--- src/rtl/prio_q_pkg.sv ---
package prio_q_pkg;
  localparam int NUM_CLS = 2;
  typedef enum logic {
    CLS_LO = 1'b0,
    CLS_HI = 1'b1
  } cls_e;
endpackage

--- src/rtl/prio_addr_fifo.sv ---
module prio_addr_fifo #(
  parameter int ADDR_W = 6
) (
  input  logic              clk,
  input  logic              rst_n,
  input  logic              push_i,
  input  logic [ADDR_W-1:0] data_i,
  input  logic              pop_i,
  output logic [ADDR_W-1:0] head_o,
  output logic              empty_o,
  output logic              full_o,
  output logic              drop_o
);
  localparam int DEPTH = 1 << ADDR_W;
  localparam int CNT_W = ADDR_W + 1;
  localparam logic [CNT_W-1:0] FULL_CNT = CNT_W'(DEPTH);

  logic [ADDR_W-1:0] mem [DEPTH];
  logic [ADDR_W-1:0] wptr_q, wptr_d, rptr_q, rptr_d;
  logic [CNT_W-1:0]  cnt_q, cnt_d;
  logic              accept;

  assign empty_o = (cnt_q == '0);
  assign full_o  = (cnt_q == FULL_CNT);
  assign accept  = push_i && (!full_o || pop_i);
  assign drop_o  = push_i && full_o && !pop_i;
  assign head_o  = mem[rptr_q];

  always_comb begin
    wptr_d = wptr_q;
    rptr_d = rptr_q;
    cnt_d  = cnt_q;
    if (accept) wptr_d = wptr_q + 1'b1;
    if (pop_i)  rptr_d = rptr_q + 1'b1;
    case ({accept, pop_i})
      2'b10:   cnt_d = cnt_q + 1'b1;
      2'b01:   cnt_d = cnt_q - 1'b1;
      default: cnt_d = cnt_q;
    endcase
  end

  always_ff @(posedge clk or negedge rst_n) begin
    if (!rst_n) begin
      wptr_q <= '0;
      rptr_q <= '0;
      cnt_q  <= '0;
    end else begin
      wptr_q <= wptr_d;
      rptr_q <= rptr_d;
      cnt_q  <= cnt_d;
    end
  end

  always_ff @(posedge clk) begin
    if (accept) mem[wptr_q] <= data_i;
  end


  pop_empty_chk: assert property (@(posedge clk) disable iff (!rst_n)
    pop_i |-> !empty_o);


  level_hold_chk: assert property (@(posedge clk) disable iff (!rst_n)
    (push_i && pop_i) |=> $stable(cnt_q));
endmodule

--- src/rtl/prio_pick.sv ---
module prio_pick
  import prio_q_pkg::*;
(
  input  logic               clk,
  input  logic               rst_n,
  input  logic               slot_i,
  input  logic [NUM_CLS-1:0] empty_i,
  output logic [NUM_CLS-1:0] pop_o,
  output logic               grant_o,
  output logic               grant_hi_o
);
  always_comb begin
    pop_o      = '0;
    grant_o    = 1'b0;
    grant_hi_o = 1'b0;
    if (slot_i) begin
      if (!empty_i[CLS_HI]) begin
        pop_o[CLS_HI] = 1'b1;
        grant_o       = 1'b1;
        grant_hi_o    = 1'b1;
      end else if (!empty_i[CLS_LO]) begin
        pop_o[CLS_LO] = 1'b1;
        grant_o       = 1'b1;
      end
    end
  end


  one_pop_chk: assert property (@(posedge clk) disable iff (!rst_n)
    $onehot0(pop_o));


  lo_gate_chk: assert property (@(posedge clk) disable iff (!rst_n)
    pop_o[CLS_LO] |-> empty_i[CLS_HI]);
endmodule

--- src/rtl/prio_addr_queue.sv ---
module prio_addr_queue
  import prio_q_pkg::*;
#(
  parameter int ADDR_W = 6
) (
  input  logic              clk,
  input  logic              rst_n,
  input  logic              push_i,
  input  logic [ADDR_W-1:0] push_addr_i,
  input  logic              push_cls_i,
  input  logic              slot_i,
  output logic              rd_valid_o,
  output logic [ADDR_W-1:0] rd_addr_o,
  output logic              rd_hi_o,
  output logic              rel_valid_o,
  output logic [ADDR_W-1:0] rel_addr_o,
  output logic              ovf_o
);
  logic [NUM_CLS-1:0] pop, empty, full, drop;
  logic [ADDR_W-1:0]  head [NUM_CLS];
  logic               grant, grant_hi;

  for (genvar c = 0; c < NUM_CLS; c++) begin : g_cls
    prio_addr_fifo #(.ADDR_W(ADDR_W)) u_fifo (
      .clk     (clk),
      .rst_n   (rst_n),
      .push_i  (push_i && (push_cls_i == 1'(c))),
      .data_i  (push_addr_i),
      .pop_i   (pop[c]),
      .head_o  (head[c]),
      .empty_o (empty[c]),
      .full_o  (full[c]),
      .drop_o  (drop[c])
    );
  end

  prio_pick u_pick (
    .clk        (clk),
    .rst_n      (rst_n),
    .slot_i     (slot_i),
    .empty_i    (empty),
    .pop_o      (pop),
    .grant_o    (grant),
    .grant_hi_o (grant_hi)
  );

  logic              rd_valid_q, rd_valid_d;
  logic [ADDR_W-1:0] rd_addr_q, rd_addr_d;
  logic              rd_hi_q, rd_hi_d;
  logic              ovf_q, ovf_d;
  logic              addr_en;

  always_comb begin
    rd_valid_d = grant;
    addr_en    = grant;
    rd_addr_d  = grant_hi ? head[CLS_HI] : head[CLS_LO];
    rd_hi_d    = grant_hi;
    ovf_d      = ovf_q || (|drop);
  end

  always_ff @(posedge clk or negedge rst_n) begin
    if (!rst_n) begin
      rd_valid_q <= 1'b0;
      rd_addr_q  <= '0;
      rd_hi_q    <= 1'b0;
      ovf_q      <= 1'b0;
    end else begin
      rd_valid_q <= rd_valid_d;
      ovf_q      <= ovf_d;
      if (addr_en) begin
        rd_addr_q <= rd_addr_d;
        rd_hi_q   <= rd_hi_d;
      end
    end
  end

  assign rd_valid_o  = rd_valid_q;
  assign rd_addr_o   = rd_addr_q;
  assign rd_hi_o     = rd_hi_q;
  assign rel_valid_o = rd_valid_q;
  assign rel_addr_o  = rd_addr_q;
  assign ovf_o       = ovf_q;


  hi_first_chk: assert property (@(posedge clk) disable iff (!rst_n)
    (slot_i && !empty[CLS_HI]) |=> (rd_valid_o && rd_hi_o));


  idle_slot_chk: assert property (@(posedge clk) disable iff (!rst_n)
    (slot_i && (&empty)) |=> !rd_valid_o);


  ovf_sticky_chk: assert property (@(posedge clk) disable iff (!rst_n)
    ovf_o |=> ovf_o);
endmodule

--- config.mk ---
export PLATFORM = sky130hd
export DESIGN_NAME = prio_addr_queue
export DESIGN_NICKNAME = d
export VERILOG_FILES = /design/src/rtl/prio_q_pkg.sv /design/src/rtl/prio_addr_fifo.sv /design/src/rtl/prio_pick.sv /design/src/rtl/prio_addr_queue.sv
export SDC_FILE = /design/constraint.sdc
export NUM_CORES = 1
export LEC_CHECK = 0
export BUFFER_PORTS_ARGS = -buffer_cell sky130_fd_sc_hd__clkbuf_2
export CORE_MARGIN = 2
export CORE_UTILIZATION = 45
export CTS_CLUSTER_DIAMETER = 30
export DETAILED_ROUTE_END_ITERATION = 6
export HOLD_SLACK_MARGIN = 0.1
export SLEW_MARGIN = 25
export SYNTH_ARGS = -nofsm -noshare
export SYNTH_HDL_FRONTEND = slang
export SYNTH_SLANG_ARGS = --single-unit
--- constraint.sdc ---
create_clock -name clk -period 5.1 [get_ports clk]
set_input_delay 0 -clock clk [delete_from_list [all_inputs] [get_ports clk]]
set_output_delay 0 -clock clk [all_outputs]
set_load 0.05 [all_outputs]
### Yosys cells after proc, flatten, opt, wreduce, memory -nomap -nowiden

Memory sizes are Yosys's and may differ from the RTL's.
Index checks and enable logic that the tools add are counted.

* add/sub/neg operators: 8
* equal/unequal tests: 6
* multiplexer cells: 14
* bitwise gates (word level): 1
* reduce and logical (&&, ||, !) cells: 20

Operators with widths (count)
* case mux 7 bit (2 select lines): 2
* adder 6 x 1 -> 6 bit, second input constant: 4
* adder 7 x 1 -> 7 bit, second input constant: 2
* == test 7 bit, second input constant: 2
* logical NOT 7 bit: 2
* subtractor 7 x 1 -> 7 bit, second input constant: 2
* two-way mux 1 bit: 10
* logical AND 1 bit: 8
* two-way mux 6 bit: 1
* == test 2 x 1 -> 1 bit, second input constant: 2
* == test 2 bit, second input constant: 2
* logical NOT 1 bit: 4
* nonzero test 2 bit: 2
* logical OR 1 bit: 3
* two-way mux 2 bit: 1
* OR reduction 2 bit: 1
* NOT 1 bit: 1

* bits in registers: 47
* bits in writable memories: 768
* bits of input ports: 11
* output and inout bits: 16
* word-level logic and storage cells: 61
* memories: 2

Memory list
* g_cls[0].u_fifo.mem: words 64, width 6, rd ports 1, clocked after Yosys merged registers in 0, wr ports 1, RTL line prio_addr_fifo.sv:18 `logic [ADDR_W-1:0] mem [DEPTH];`
* g_cls[1].u_fifo.mem: words 64, width 6, rd ports 1, clocked after Yosys merged registers in 0, wr ports 1, RTL line prio_addr_fifo.sv:18

### Logic depth before layout (Yosys ltp)

Gate-level depths: netlist of run 1.

* depth after elaboration: 8
* depth in mapped cells: 11
* depth with buffers taken out: 11

### Modules after synthesis

A second synthesis of run 1 with hierarchy kept.

* cells, all modules: 1751
* area total of the unflattened synthesis: 32703.9 um^2

Modules (own cells, without submodules)
* prio_addr_fifo (g_cls[1].u_fifo): instances 1, cells each 867, area each 16156.7 um^2, sequential area each 12006.5 um^2
* prio_addr_fifo (g_cls[0].u_fifo): instances 1, cells each 840, area each 16077.9 um^2, sequential area each 12006.5 um^2
* prio_addr_queue: instances 1, cells each 40, area each 439.2 um^2, sequential area each 225.2 um^2
* prio_pick: instances 1, cells each 4, area each 30.0 um^2, sequential area each 0.0 um^2

### Worst setup path before layout of run 1

Ideal clock, no wire load.

* path kind: register -> register
* start: reg g_cls[1].u_fifo.cnt_q[0]
* end: reg g_cls[1].u_fifo.cnt_q[6]
* setup time: 124 ps
* arrival: 2359 ps
* required time: 4976 ps
* setup slack: 2617 ps
* stages on the path, launching flop included: 11
* buffers on the path: 0
* clock period less this slack: 2483 ps
* cells stage by stage: dfrtp_1 -> nor4_4 -> nand3_1 -> nand3_1 -> inv_1 -> xor2_1 -> ha_1 -> or3_1 -> a211oi_1 -> a32oi_1 -> xnor2_1

* longest elaborated chain between the ends: 7
* elaborated cells on any way between the ends: 13
* classes of those cells: 2 x add/sub; 3 x eq/ne; 3 x mux; 5 x reduce/logical

RTL lines
* start, declared: RTL line prio_addr_fifo.sv:20 `logic [CNT_W-1:0] cnt_q, cnt_d;`
* start signal, assigned: RTL line prio_addr_fifo.sv:50 `cnt_q <= cnt_d;`
* logical NOT 7 bit: RTL line prio_addr_fifo.sv:23 `assign empty_o = (cnt_q == '0);`
* two-way mux 1 bit: RTL line prio_pick.sv:17 `if (!empty_i[CLS_HI]) begin`
* two-way mux 2 bit: RTL line prio_pick.sv:16 `if (slot_i) begin`
* logical OR 1 bit: RTL line prio_addr_fifo.sv:25 `assign accept = push_i && (!full_o || pop_i);`
* logical AND 1 bit: RTL line prio_addr_fifo.sv:25
* == test 2 x 1 -> 1 bit / == test 2 bit (equally long branches): RTL line prio_addr_fifo.sv:35 `case ({accept, pop_i})`
* case mux 7 bit (2 select lines) / nonzero test 2 bit (equally long branches)

Parallel ways exist; a longest one is shown, timed or not.
A chain may end at the register's enable or synchronous reset.

### Final worst setup path of run 1

* start: reg g_cls[1].u_fifo.cnt_q[0]
* end: mem g_cls[0].u_fifo.mem[27][4] (enable)

* longest elaborated chain between the ends: 7

RTL lines
* logical NOT 7 bit: RTL line prio_addr_fifo.sv:23
* two-way mux 1 bit: RTL line prio_pick.sv:17
* two-way mux 2 bit: RTL line prio_pick.sv:16
* logical OR 1 bit: RTL line prio_addr_fifo.sv:25
* logical AND 1 bit: RTL line prio_addr_fifo.sv:25
* two-way mux 1 bit: RTL line prio_addr_fifo.sv:55 `if (accept) mem[wptr_q] <= data_i;`
* two-way mux 1 bit (not written as such): RTL line prio_addr_fifo.sv:55
* end, declared: RTL line prio_addr_fifo.sv:18

Every way passes these cells.

==> results of run 1 <==
## metal layers
metal,track usage,vias up,wire (um)
li1,-,7286,-
met1,0.278,8706,31600
met2,0.346,623,38000
met5,0,-,0
met4,0.0712,0,1740
met3,0.0433,125,4600
## stage by stage
| step | utilization | cell area (sq um) | hold WS [ns] | setup WS [ns] | power, uW |
|---|---|---|---|---|---|
| 5_1_grt | 0.540 | 38600 | 0.283 | 1.33 | 22600 |
| 4_1_cts | 0.540 | 38600 | 0.262 | 1.50 | 22000 |
| 3_3_place_gp | 0.469 | 33600 | 0.181 | 1.65 | 12400 |
| 6_report | 0.540 | 38600 | 0.296 | 1.50 | 21800 |
| 3_5_place_dp | 0.469 | 33600 | 0.185 | 1.54 | 12500 |
| 2_1_floorplan | - | 32600 | -0.296 | 2.62 | 11200 |
## synth_stat cells, drive strengths merged, types with 20 or more instances
master | instances | area share
nand2 | 47 | 0.0054
o21ai | 28 | 0.0043
nor2 | 147 | 0.017
a22oi | 32 | 0.0075
mux4 | 147 | 0.10
o221ai | 20 | 0.0054
edfxtp | 768 | 0.71
clkbuf | 28 | 0.0033
nand3 | 29 | 0.0046
dfrtp | 47 | 0.036
a21oi | 39 | 0.0060
mux2i | 129 | 0.040
xnor2 | 21 | 0.0056
buf | 68 | 0.014
## worst register-to-register path, cell delays in order, from the launching register on
cell and delay, ns:
dfrtp_1 0.43, nor4_4 0.38, nand4_1 0.22, a21oi_1 0.59
nor2b_1 0.34, nand3_1 0.62, nor2_1 0.65
## report_power, final
group	internal [uW]	total (uW)	switching [uW]
sequential	7610	8260	654
combinational	1810	4080	2270
clock	6150	9480	3330
## state kept, by name (all words and copies together) (netlist names)
name,cells
g_cls.u_fifo.cnt_q,14
rd_valid_o,1
rd_addr_o,6
g_cls.u_fifo.mem,768
ovf_o,1
g_cls.u_fifo.wptr_q,12
g_cls.u_fifo.rptr_q,12
rd_hi_o,1
## worst max path at each step
stage	from	to	slack [ns]	cells after the start
after detailed placement	g_cls[1].u_fifo.rptr_q[3]$_DFFE_PN0N_	rd_addr_o[5]$_DFFE_PN0P_	1.54	6
after floorplan	g_cls[1].u_fifo.cnt_q[0]$_DFFE_PN0P_	g_cls[1].u_fifo.cnt_q[6]$_DFFE_PN0P_	2.62	10
after global placement	g_cls[1].u_fifo.rptr_q[3]$_DFFE_PN0N_	rd_addr_o[5]$_DFFE_PN0P_	1.65	6
final	g_cls[1].u_fifo.cnt_q[0]$_DFFE_PN0P_	g_cls[0].u_fifo.mem[27][4]$_DFFE_PP_	1.50	6
after global routing	g_cls[1].u_fifo.cnt_q[0]$_DFFE_PN0P_	g_cls[0].u_fifo.mem[43][0]$_DFFE_PP_	1.33	6
after CTS	g_cls[1].u_fifo.rptr_q[3]$_DFFE_PN0N_	rd_addr_o[5]$_DFFE_PN0P_	1.50	6
## logic make-up (layout without fill, tap and decap cells)
kind of cell             after synthesis  in the layout  share of synthesized area
XOR/XNOR                              32             32                    0.00860
adder cells (fa/ha/maj)                7              7                    0.00269
buffers and inverters                105            343                     0.0181
multiplexers                         289            289                      0.148
AO/OA/AOI/OAI                        175            175                     0.0367
AND/OR/NAND/NOR                      297            297                     0.0427
flip-flops                           815            815                      0.743
## timing repair
action,in CTS,in global routing
hold buffers,13,0
setup endpoints to repair,0,0
endpoints found under the hold margin,487,0
## final cells by class
type	count	area (sq um)
Fill cell	5562	33000
Tap cell	950	1190
Sequential cell	815	24300
Inverter	9	33.8
Clock inverter	95	995
Clock buffer	175	3890
Timing Repair Buffer	64	504
Multi-Input combinational cell	800	7780
==> metrics.csv, run 1 <==
metric;value;unit
outcome;complete, no violations;
worst hold stages;2;
placed insts;2625;
Period Utilization, post-route;0.705;
worst r2r dst;g_cls[0].u_fifo.mem[27][4]$_DFFE_PP_;
DR vias/cell;5.76;
Reg2Reg Setup Slack;1.50;ns
H-tree depth;4;
Slew @ Worst Pin;0.984;ns
CTS Buf Count;147;
CP max stage cell;nor2_1;
Synth Net Count;1738;
Data arrival, critical path;3.94;ns
register area share after synthesis;0.743;
post-route clock skew;0.0206;ns
fmax;278;MHz
initial antenna violation count;0;
io pins;27;
RSZ-0062 raised after global routing;no;
critical path's top delay family;simple AND/OR/NAND/NOR gates;
DRC;0;
via count;16700;
Netlist cell types;66;
maximum VDD drop;0.772;mV
CP Max Fanout;8;
latest clock arrival within the worst-skew pair;0.71;ns
clk sink count;815;
Final #Nets;1855;
Hold Path Origin;push_addr_i[5];
# port buffers;26;
Final Wtd Congestion;0.810;
antenna cell count;0;
Avg Cell Area, Syn;19.0;sq um
CP required;5.45;ns
worst min path class;input port to flop;
CP Cell Sequence;nor4_4 > nand4_1 > a21oi_1 > nor2b_1 > nand3_1 > nor2_1;
Root Buffer;clkbuf_16;
max-slew headroom at the worst pin;0.344;
most common cell after layout, fill and taps aside;edfxtp_1;
DRT Wirelength;76.0;mm
Final ANT Viol Nets;0;
Post-DP HPWL;45.5;mm
area grow syn2layout;18.5;%
drt first pass iters;7;
DIE AREA;74600;sq um
pwr dens;565;nW/um^2
setup violators final;0;
Post-synth ARST share;0.0577;
synthesis-stage register bit count;815;
Std-Cell Rows;98;
initial drt markers;1478;
Post-Syn Area;32600;sq um
origin of the critical flop-to-flop path;g_cls[1].u_fifo.cnt_q[0]$_DFFE_PN0P_;
final cell count without fillers;2908;
Final Hold Violating Endpoints;0;
vias in the first global route;17600;
Max Root-Sink Buffers;3;
Setup CP Type;flop to flop;
Post-Syn Instances;1720;
crit path buf inv count;0;
grt ovf;0;
number of flops mapped to enable cells by yosys;768;
Tmin final;3.60;ns
Reg clk slew, reported paths;0.05;ns
CP Launch Type;flop;
Die Height;273;um
post_cts resized;0;
worst reg2reg path depth;6;
top_reg_cell synth;edfxtp_1;
CP Capture Type;flop;
most frequent cells in the layout;edfxtp_1 (768), clkbuf_16 (152), nor2_1 (147);
Hold Path Sink;g_cls[0].u_fifo.mem[41][5]$_DFFE_PP_;
synth warn;0;
All-Layer GR Usage;0.209;
Setup TNS Final;0;ns
Leakage Power;0.0126;uW
Crit path largest cell delay;0.65;ns
DIE WIDTH;273;um
Initial Utilization;0.455;
Max Cap Viol;0;
TritonCTS clock tree;yes;
drt wl/cell;26.1;um
first-pass GRT wire length;115;mm
Core ar.;71600;sq um
share of layout cells above drive strength 1;0.227;
postcts setup bufs;0;
final slew viol count;0;
largest net degree at the start of global routing;101;
No activity file was read; power rests on OpenSTA's default activity.
==> run 2: changes to the inputs <==
==> constraint.sdc (replaced) <==
create_clock -name clk -period 3.66 [get_ports clk]
set_input_delay 0 -clock clk [delete_from_list [all_inputs] [get_ports clk]]
set_output_delay 0 -clock clk [all_outputs]
set_load 0.05 [all_outputs]
==> run 2 against run 1 <==
Core utilization rose by 0.40 points. Highest routed layer unchanged. Cell area is 0.73% higher. Wire length increased by 1.6%. Worst setup slack worse by 1.2 ns. Fmax is 7.0% higher. First-iteration DRC count up 11%. Critical endpoint is now g_cls[0].u_fifo.mem[57][4]$_DFFE_PP_. Global-route usage is 0.17 points higher. Worst hold slack improved by 0.099 ns. Clock power grew 35%. Count of clock-buffer cells in the layout shrank 6. Flip-flop and latch count unchanged.
==> metrics.csv, run 2 (synthesis gave the netlist of run 1 again) <==
metric;value;unit;change
Initial Utilization;0.455;;unchanged
largest registers;g_cls.u_fifo.mem (768), g_cls.u_fifo.cnt_q (14);;
Final Cell Area;38900;sq um;+0.73%
Reg clk slew, reported paths;0.05;ns;about the same
outcome;complete, no violations;;
Setup TNS Final;0;ns;unchanged
origin of the critical flop-to-flop path;g_cls[1].u_fifo.cnt_q[0]$_DFFE_PN0P_;;
Leakage Power;0.0128;uW;+1.5%
most frequent cells in the layout;edfxtp_1 (768), nor2_1 (147), clkbuf_16 (146);;
initial antenna violation count;0;;unchanged
DIE WIDTH;273;um;unchanged
Std-Cell Rows;98;;unchanged
maximum VDD drop;0.570;mV;-26%
Max Cap Viol;0;;unchanged
DIE AREA;74600;sq um;unchanged
fmax;298;MHz;+7.0%
Multi-input gate area;7780;sq um;about the same
setup violators final;0;;unchanged
initial drt markers;1642;;+11%
Fin Hold WS;0.395;ns;+0.0990 ns
Final #Nets;1902;;+2.5%
Worst Setup SP;g_cls[1].u_fifo.cnt_q[0]$_DFFE_PN0P_;;
first-pass GRT wire length;115;mm;about the same
share of layout cells above drive strength 1;0.244;;+0.0172
grt ovf;0;;unchanged
Tmin final;3.36;ns;-0.235 ns
DR vias/cell;5.79;;+0.50%
CTS Buf Count;139;;-5.4%
clk sink count;815;;unchanged
sequential cell area;24300;sq um;unchanged
worst hold stages;2;;unchanged
Slew @ Worst Pin;0.891;ns;-0.0932 ns
area grow syn2layout;19.4;%;
final slew viol count;0;;unchanged
Largest Register;g_cls.u_fifo.mem;;
Setup CP Type;flop to flop;;
DRT Wirelength;77.2;mm;+1.6%
antenna cell count;0;;unchanged
Hold Path Sink;g_cls[1].u_fifo.mem[42][3]$_DFFE_PP_;;
Hold Path Origin;push_addr_i[3];;
Final Hold Violating Endpoints;0;;unchanged
# port buffers;26;;unchanged
most common cell after layout, fill and taps aside;edfxtp_1;;
Root Buffer;clkbuf_16;;
vias in the first global route;17700;;+0.75%
CP Capture Type;flop;;
latest clock arrival within the worst-skew pair;0.70;ns;about the same
DRC;0;;unchanged
drt wl/cell;26.2;um;+0.31%
TritonCTS clock tree;yes;;
All-Layer GR Usage;0.211;;+0.00172
largest net degree at the start of global routing;73;;-28%
drt first pass iters;5;;-2
worst r2r dst;g_cls[0].u_fifo.mem[57][4]$_DFFE_PP_;;
via count;17000;;+1.8%
final-layout fill cell count;5592;;+0.54%
CP Launch Type;flop;;
post-route clock skew;0.0242;ns;+0.00351 ns
Final Wtd Congestion;0.856;;+5.6%
Reg2Reg Setup Slack;0.30;ns;-1.20 ns
worst min path class;input port to flop;;
io pins;27;;unchanged
CP Max Fanout;8;;unchanged
max-slew headroom at the worst pin;0.406;;+0.0621
Post-DP HPWL;48.5;mm;+6.6%
Period Utilization, post-route;0.918;;+0.213
Final ANT Viol Nets;0;;unchanged
CP required;3.98;ns;-1.47 ns
Die Height;273;um;unchanged
RSZ-0062 raised after global routing;no;;
Largest register FFs;768;;unchanged
final worst setup slack;0.299;ns;-1.20 ns
Core ar.;71600;sq um;unchanged
pre-CTS setup slack;0.105;ns;-1.43 ns
H-tree depth;4;;unchanged
Data arrival, critical path;3.68;ns;-0.26 ns
Max Root-Sink Buffers;3;;unchanged
worst reg2reg path depth;6;;unchanged
placed inst area;34100;sq um;+1.3%
pwr dens;775;nW/um^2;+37%
-- run 2: power breakdown --
| part | switching (uW) | internal, uW |
|---|---|---|
| logic | 3320 | 2640 |
| clock network | 4430 | 8350 |
| registers | 815 | 10600 |
| total | 8570 | 21600 |
-- run 2: worst max path at each step --
stage | cells after the start | endpoint
3_3_place_gp | 6 | g_cls[0].u_fifo.mem[9][1]$_DFFE_PP_
3_5_place_dp | 6 | g_cls[0].u_fifo.mem[9][4]$_DFFE_PP_
5_1_grt | 6 | g_cls[0].u_fifo.mem[9][0]$_DFFE_PP_
4_1_cts | 6 | g_cls[0].u_fifo.mem[57][4]$_DFFE_PP_
2_1_floorplan | 10 | g_cls[1].u_fifo.cnt_q[6]$_DFFE_PN0P_
6_report | 6 | g_cls[0].u_fifo.mem[57][4]$_DFFE_PP_
-- run 2: routing by layer --
metal,track usage,wire length (um)
met5,0,0
met4,0.0830,2370
met3,0.0409,4260
met2,0.346,38100
met1,0.281,32500
-- run 2: cell type report --
type | instances | share of cell area
repair buffers | 119 | 0.0251
multi-input cells | 800 | 0.200
clock inverters | 84 | 0.0240
inverters | 9 | 0.000868
clock buffers | 169 | 0.0966
well taps | 950 | 0.0305
flip-flops and latches | 815 | 0.623
-- run 2: stage by stage --
| step | cells | util | total power (uW) |
|---|---|---|---|
| after floorplan | 1720 | - | 15600 |
| after global placement | 2678 | 0.476 | 17500 |
| after detailed placement | 2678 | 0.476 | 17600 |
| after CTS | 2946 | 0.544 | 30400 |
| after global routing | 2946 | 0.544 | 31200 |
| final | 2946 | 0.544 | 30200 |
-- run 2: worst max-delay path, cell delays in order, from the launching register on --
cell     delay [ns]
dfrtp_1        0.43
nor4_4         0.40
nand4_1        0.26
a21oi_2        0.46
nor2b_1        0.34
nand2_1        0.51
nor2_1         0.58
-- run 2: timing repair --
action                                 in CTS  in global routing
buffers inserted                            0                  0
setup endpoints to repair                   0                 51
hold buffers                               15                  0
endpoints found under the hold margin     410                  0
gates resized for setup                     0                  1
==> run 3: changes to the inputs <==
--- a/config.mk
+++ b/config.mk
@@ -5,12 +5,12 @@
 export SDC_FILE = /design/constraint.sdc
 export NUM_CORES = 1
 export LEC_CHECK = 0
-export BUFFER_PORTS_ARGS = -buffer_cell sky130_fd_sc_hd__clkbuf_2
-export CORE_MARGIN = 2
+export BUFFER_PORTS_ARGS = -buffer_cell sky130_fd_sc_hd__buf_2
 export CORE_UTILIZATION = 45
 export CTS_CLUSTER_DIAMETER = 30
 export DETAILED_ROUTE_END_ITERATION = 6
 export HOLD_SLACK_MARGIN = 0.1
+export REMOVE_ABC_BUFFERS = 1
 export SLEW_MARGIN = 25
 export SYNTH_ARGS = -nofsm -noshare
 export SYNTH_HDL_FRONTEND = slang
==> run 3 against run 2 <==
Power up 2.3%. Clock power up 5%. Combinational power up 1%. Cell count down 0.10%. Core utilization up 0.23 points. Worst setup slack worse by 0.039 ns. Flip-flop and latch count unchanged. Die area down 1.5%. Non-clock buffer count down 11. Fmax down 1.1%. Wire length up 0.76%. Global-route usage up 0.60 points. Largest power group unchanged.
==> metrics.csv, run 3 (synthesis gave the netlist of run 1 again) <==
metric;value;unit;change
Largest Register;g_cls.u_fifo.mem;;
largest registers;g_cls.u_fifo.mem (768), g_cls.u_fifo.cnt_q (14);;
grt ovf;0;;unchanged
Hold Path Origin;push_addr_i[1];;
CP Launch Type;flop;;
largest net degree at the start of global routing;90;;+23%
origin of the critical flop-to-flop path;g_cls[1].u_fifo.cnt_q[0]$_DFFE_PN0P_;;
DR vias/cell;5.76;;-0.50%
vias in the first global route;17500;;-1.0%
Final Hold Violating Endpoints;0;;unchanged
M1 WL;32.2;mm;-0.89%
met2 WL;38.4;mm;+0.84%
postcts setup bufs;0;;unchanged
Std-Cell Rows;98;;unchanged
io pins;27;;unchanged
critical path's top delay family;simple AND/OR/NAND/NOR gates;;
Crit path largest cell delay;0.59;ns;about the same
Final Core Density;0.546;;+0.00227
Max Cap Viol;0;;unchanged
Core ar.;71600;sq um;unchanged
latest clock arrival within the worst-skew pair;0.72;ns;+0.02 ns
final-layout fill cell count;5512;;-1.4%
crit path buf inv count;0;;unchanged
antenna cell count;0;;unchanged
DRT Wirelength;77.8;mm;+0.76%
most frequent cells in the layout;edfxtp_1 (768), clkbuf_16 (149), nor2_1 (147);;
fmax;294;MHz;-1.1%
Post-DP HPWL;48.3;mm;-0.53%
RSZ-0062 raised after global routing;no;;
DR WL met3;5.27;mm;+24%
DIE AREA;73500;sq um;-1.5%
max-slew headroom at the worst pin;0.308;;-0.0979
Final Cell Area;39100;sq um;+0.42%
Root Buffer;clkbuf_16;;
placed insts;2666;;-0.45%
Final ANT Viol Nets;0;;unchanged
clk sink count;815;;unchanged
All-Layer GR Usage;0.217;;+0.00598
DIE WIDTH;271;um;-0.73%
setup violators final;0;;unchanged
CP Capture Type;flop;;
Leakage Power;0.0128;uW;+0.27%
# port buffers;26;;unchanged
outcome;complete, no violations;;
initial drt markers;1600;;-2.6%
drt first pass iters;6;;+1
Tmin final;3.40;ns;+0.0387 ns
placed inst area;34000;sq um;-0.23%
DRC;0;;unchanged
final cell count without fillers;2943;;-0.10%
share of layout cells above drive strength 1;0.241;;-0.00365
Setup CP Type;flop to flop;;
maximum VDD drop;0.659;mV;+16%
most common cell after layout, fill and taps aside;edfxtp_1;;
CP Cell Sequence;nor4_4 > nand4_1 > a21oi_1 > nor2b_1 > nand2_1 > nor2_1;;
worst min path class;input port to flop;;
first-pass GRT wire length;116;mm;+1.4%
post_cts resized;0;;unchanged
TritonCTS clock tree;yes;;
final slew viol count;0;;unchanged
Slew @ Worst Pin;1.04;ns;+0.147 ns
Design Power;30900;uW;+2.3%
Largest register FFs;768;;unchanged
Reg clk slew, reported paths;0.05;ns;about the same
Max Root-Sink Buffers;3;;unchanged
initial antenna violation count;2;;+2
CTS Buf Count;143;;+2.9%
Data arrival, critical path;3.75;ns;+0.07 ns
pwr dens;789;nW/um^2;+1.9%
post-route clock skew;0.0288;ns;+0.00460 ns
CP max stage cell;nor2_1;;
via count;16900;;-0.60%
CP Max Fanout;8;;unchanged
top sig layer;met5;;
H-tree depth;4;;unchanged
Die Height;271;um;-0.73%
Final #Nets;1895;;-0.37%
area grow syn2layout;19.9;%;
drt wl/cell;26.4;um;+0.87%
Period Utilization, post-route;0.929;;+0.0106
CP required;4.01;ns;+0.03 ns
Final Wtd Congestion;0.849;;-0.76%
Worst Setup SP;g_cls[1].u_fifo.cnt_q[0]$_DFFE_PN0P_;;
Initial Utilization;0.455;;unchanged
run 3: changes by cell type in the layout (fill, tap and decap cells not counted), sizes merged:
cell,previous run,this run
buf,85,93
bufinv,14,18
clkbuf,189,168
clkinv,42,40
clkinvlp,11,15
dlygate4sd3,14,15
inv,26,29
run 3: timing repair:
item                                    4_1_cts  5_1_grt
hold endpoints to repair                    469        0
hold buffers                                 16        0
endpoints found under the setup margin        0        0
run 3: worst paths after layout:
kind	end	slack, ns	depth (start not counted)
hold / removal	g_cls[0].u_fifo.mem[31][1]$_DFFE_PP_	0.39	2
setup reg to reg	g_cls[0].u_fifo.mem[33][3]$_DFFE_PP_	0.26	6
hold reg to reg	g_cls[0].u_fifo.cnt_q[5]$_DFFE_PN0P_	0.50	1
min in group asynchronous	rd_addr_o[1]$_DFFE_PN0P_	0.44	4
max in group asynchronous	g_cls[1].u_fifo.rptr_q[1]$_DFFE_PN0N_	2.82	4
setup / recovery	g_cls[0].u_fifo.mem[33][3]$_DFFE_PP_	0.26	6
run 3: metal layers:
layer | track usage | vias up
li1 | - | 7354
met1 | 0.295 | 8811
met2 | 0.349 | 651
met3 | 0.0461 | 122
met4 | 0.0755 | 2
met5 | 0 | -
run 3: area by class of cell:
class	count	area [sq um]	share of cell area
flip-flops and latches	815	24300	0.620
multi-input cells	800	7770	0.199
inverters	9	33.8	0.000864
repair buffers	108	915	0.0234
clock buffers	168	3810	0.0975
clock inverters	93	1110	0.0285
well taps	950	1190	0.0304
run 3: where the power goes:
group | total [uW] | internal [uW] | switching (uW)
Combinational | 6040 | 2710 | 3340
Clock | 13400 | 8780 | 4620
Sequential | 11400 | 10600 | 802
Total | 30900 | 22100 | 8760
run 3: through the flow:
step	hold slack (ns)	setup TNS [ns]	worst slack (ns)
final	0.387	0	0.261
after global routing	0.406	0	0.0223
after CTS	0.370	0	0.293
after detailed placement	0.147	0	0.349
after global placement	0.141	0	0.442
after floorplan	-0.296	-20.61	-2.04
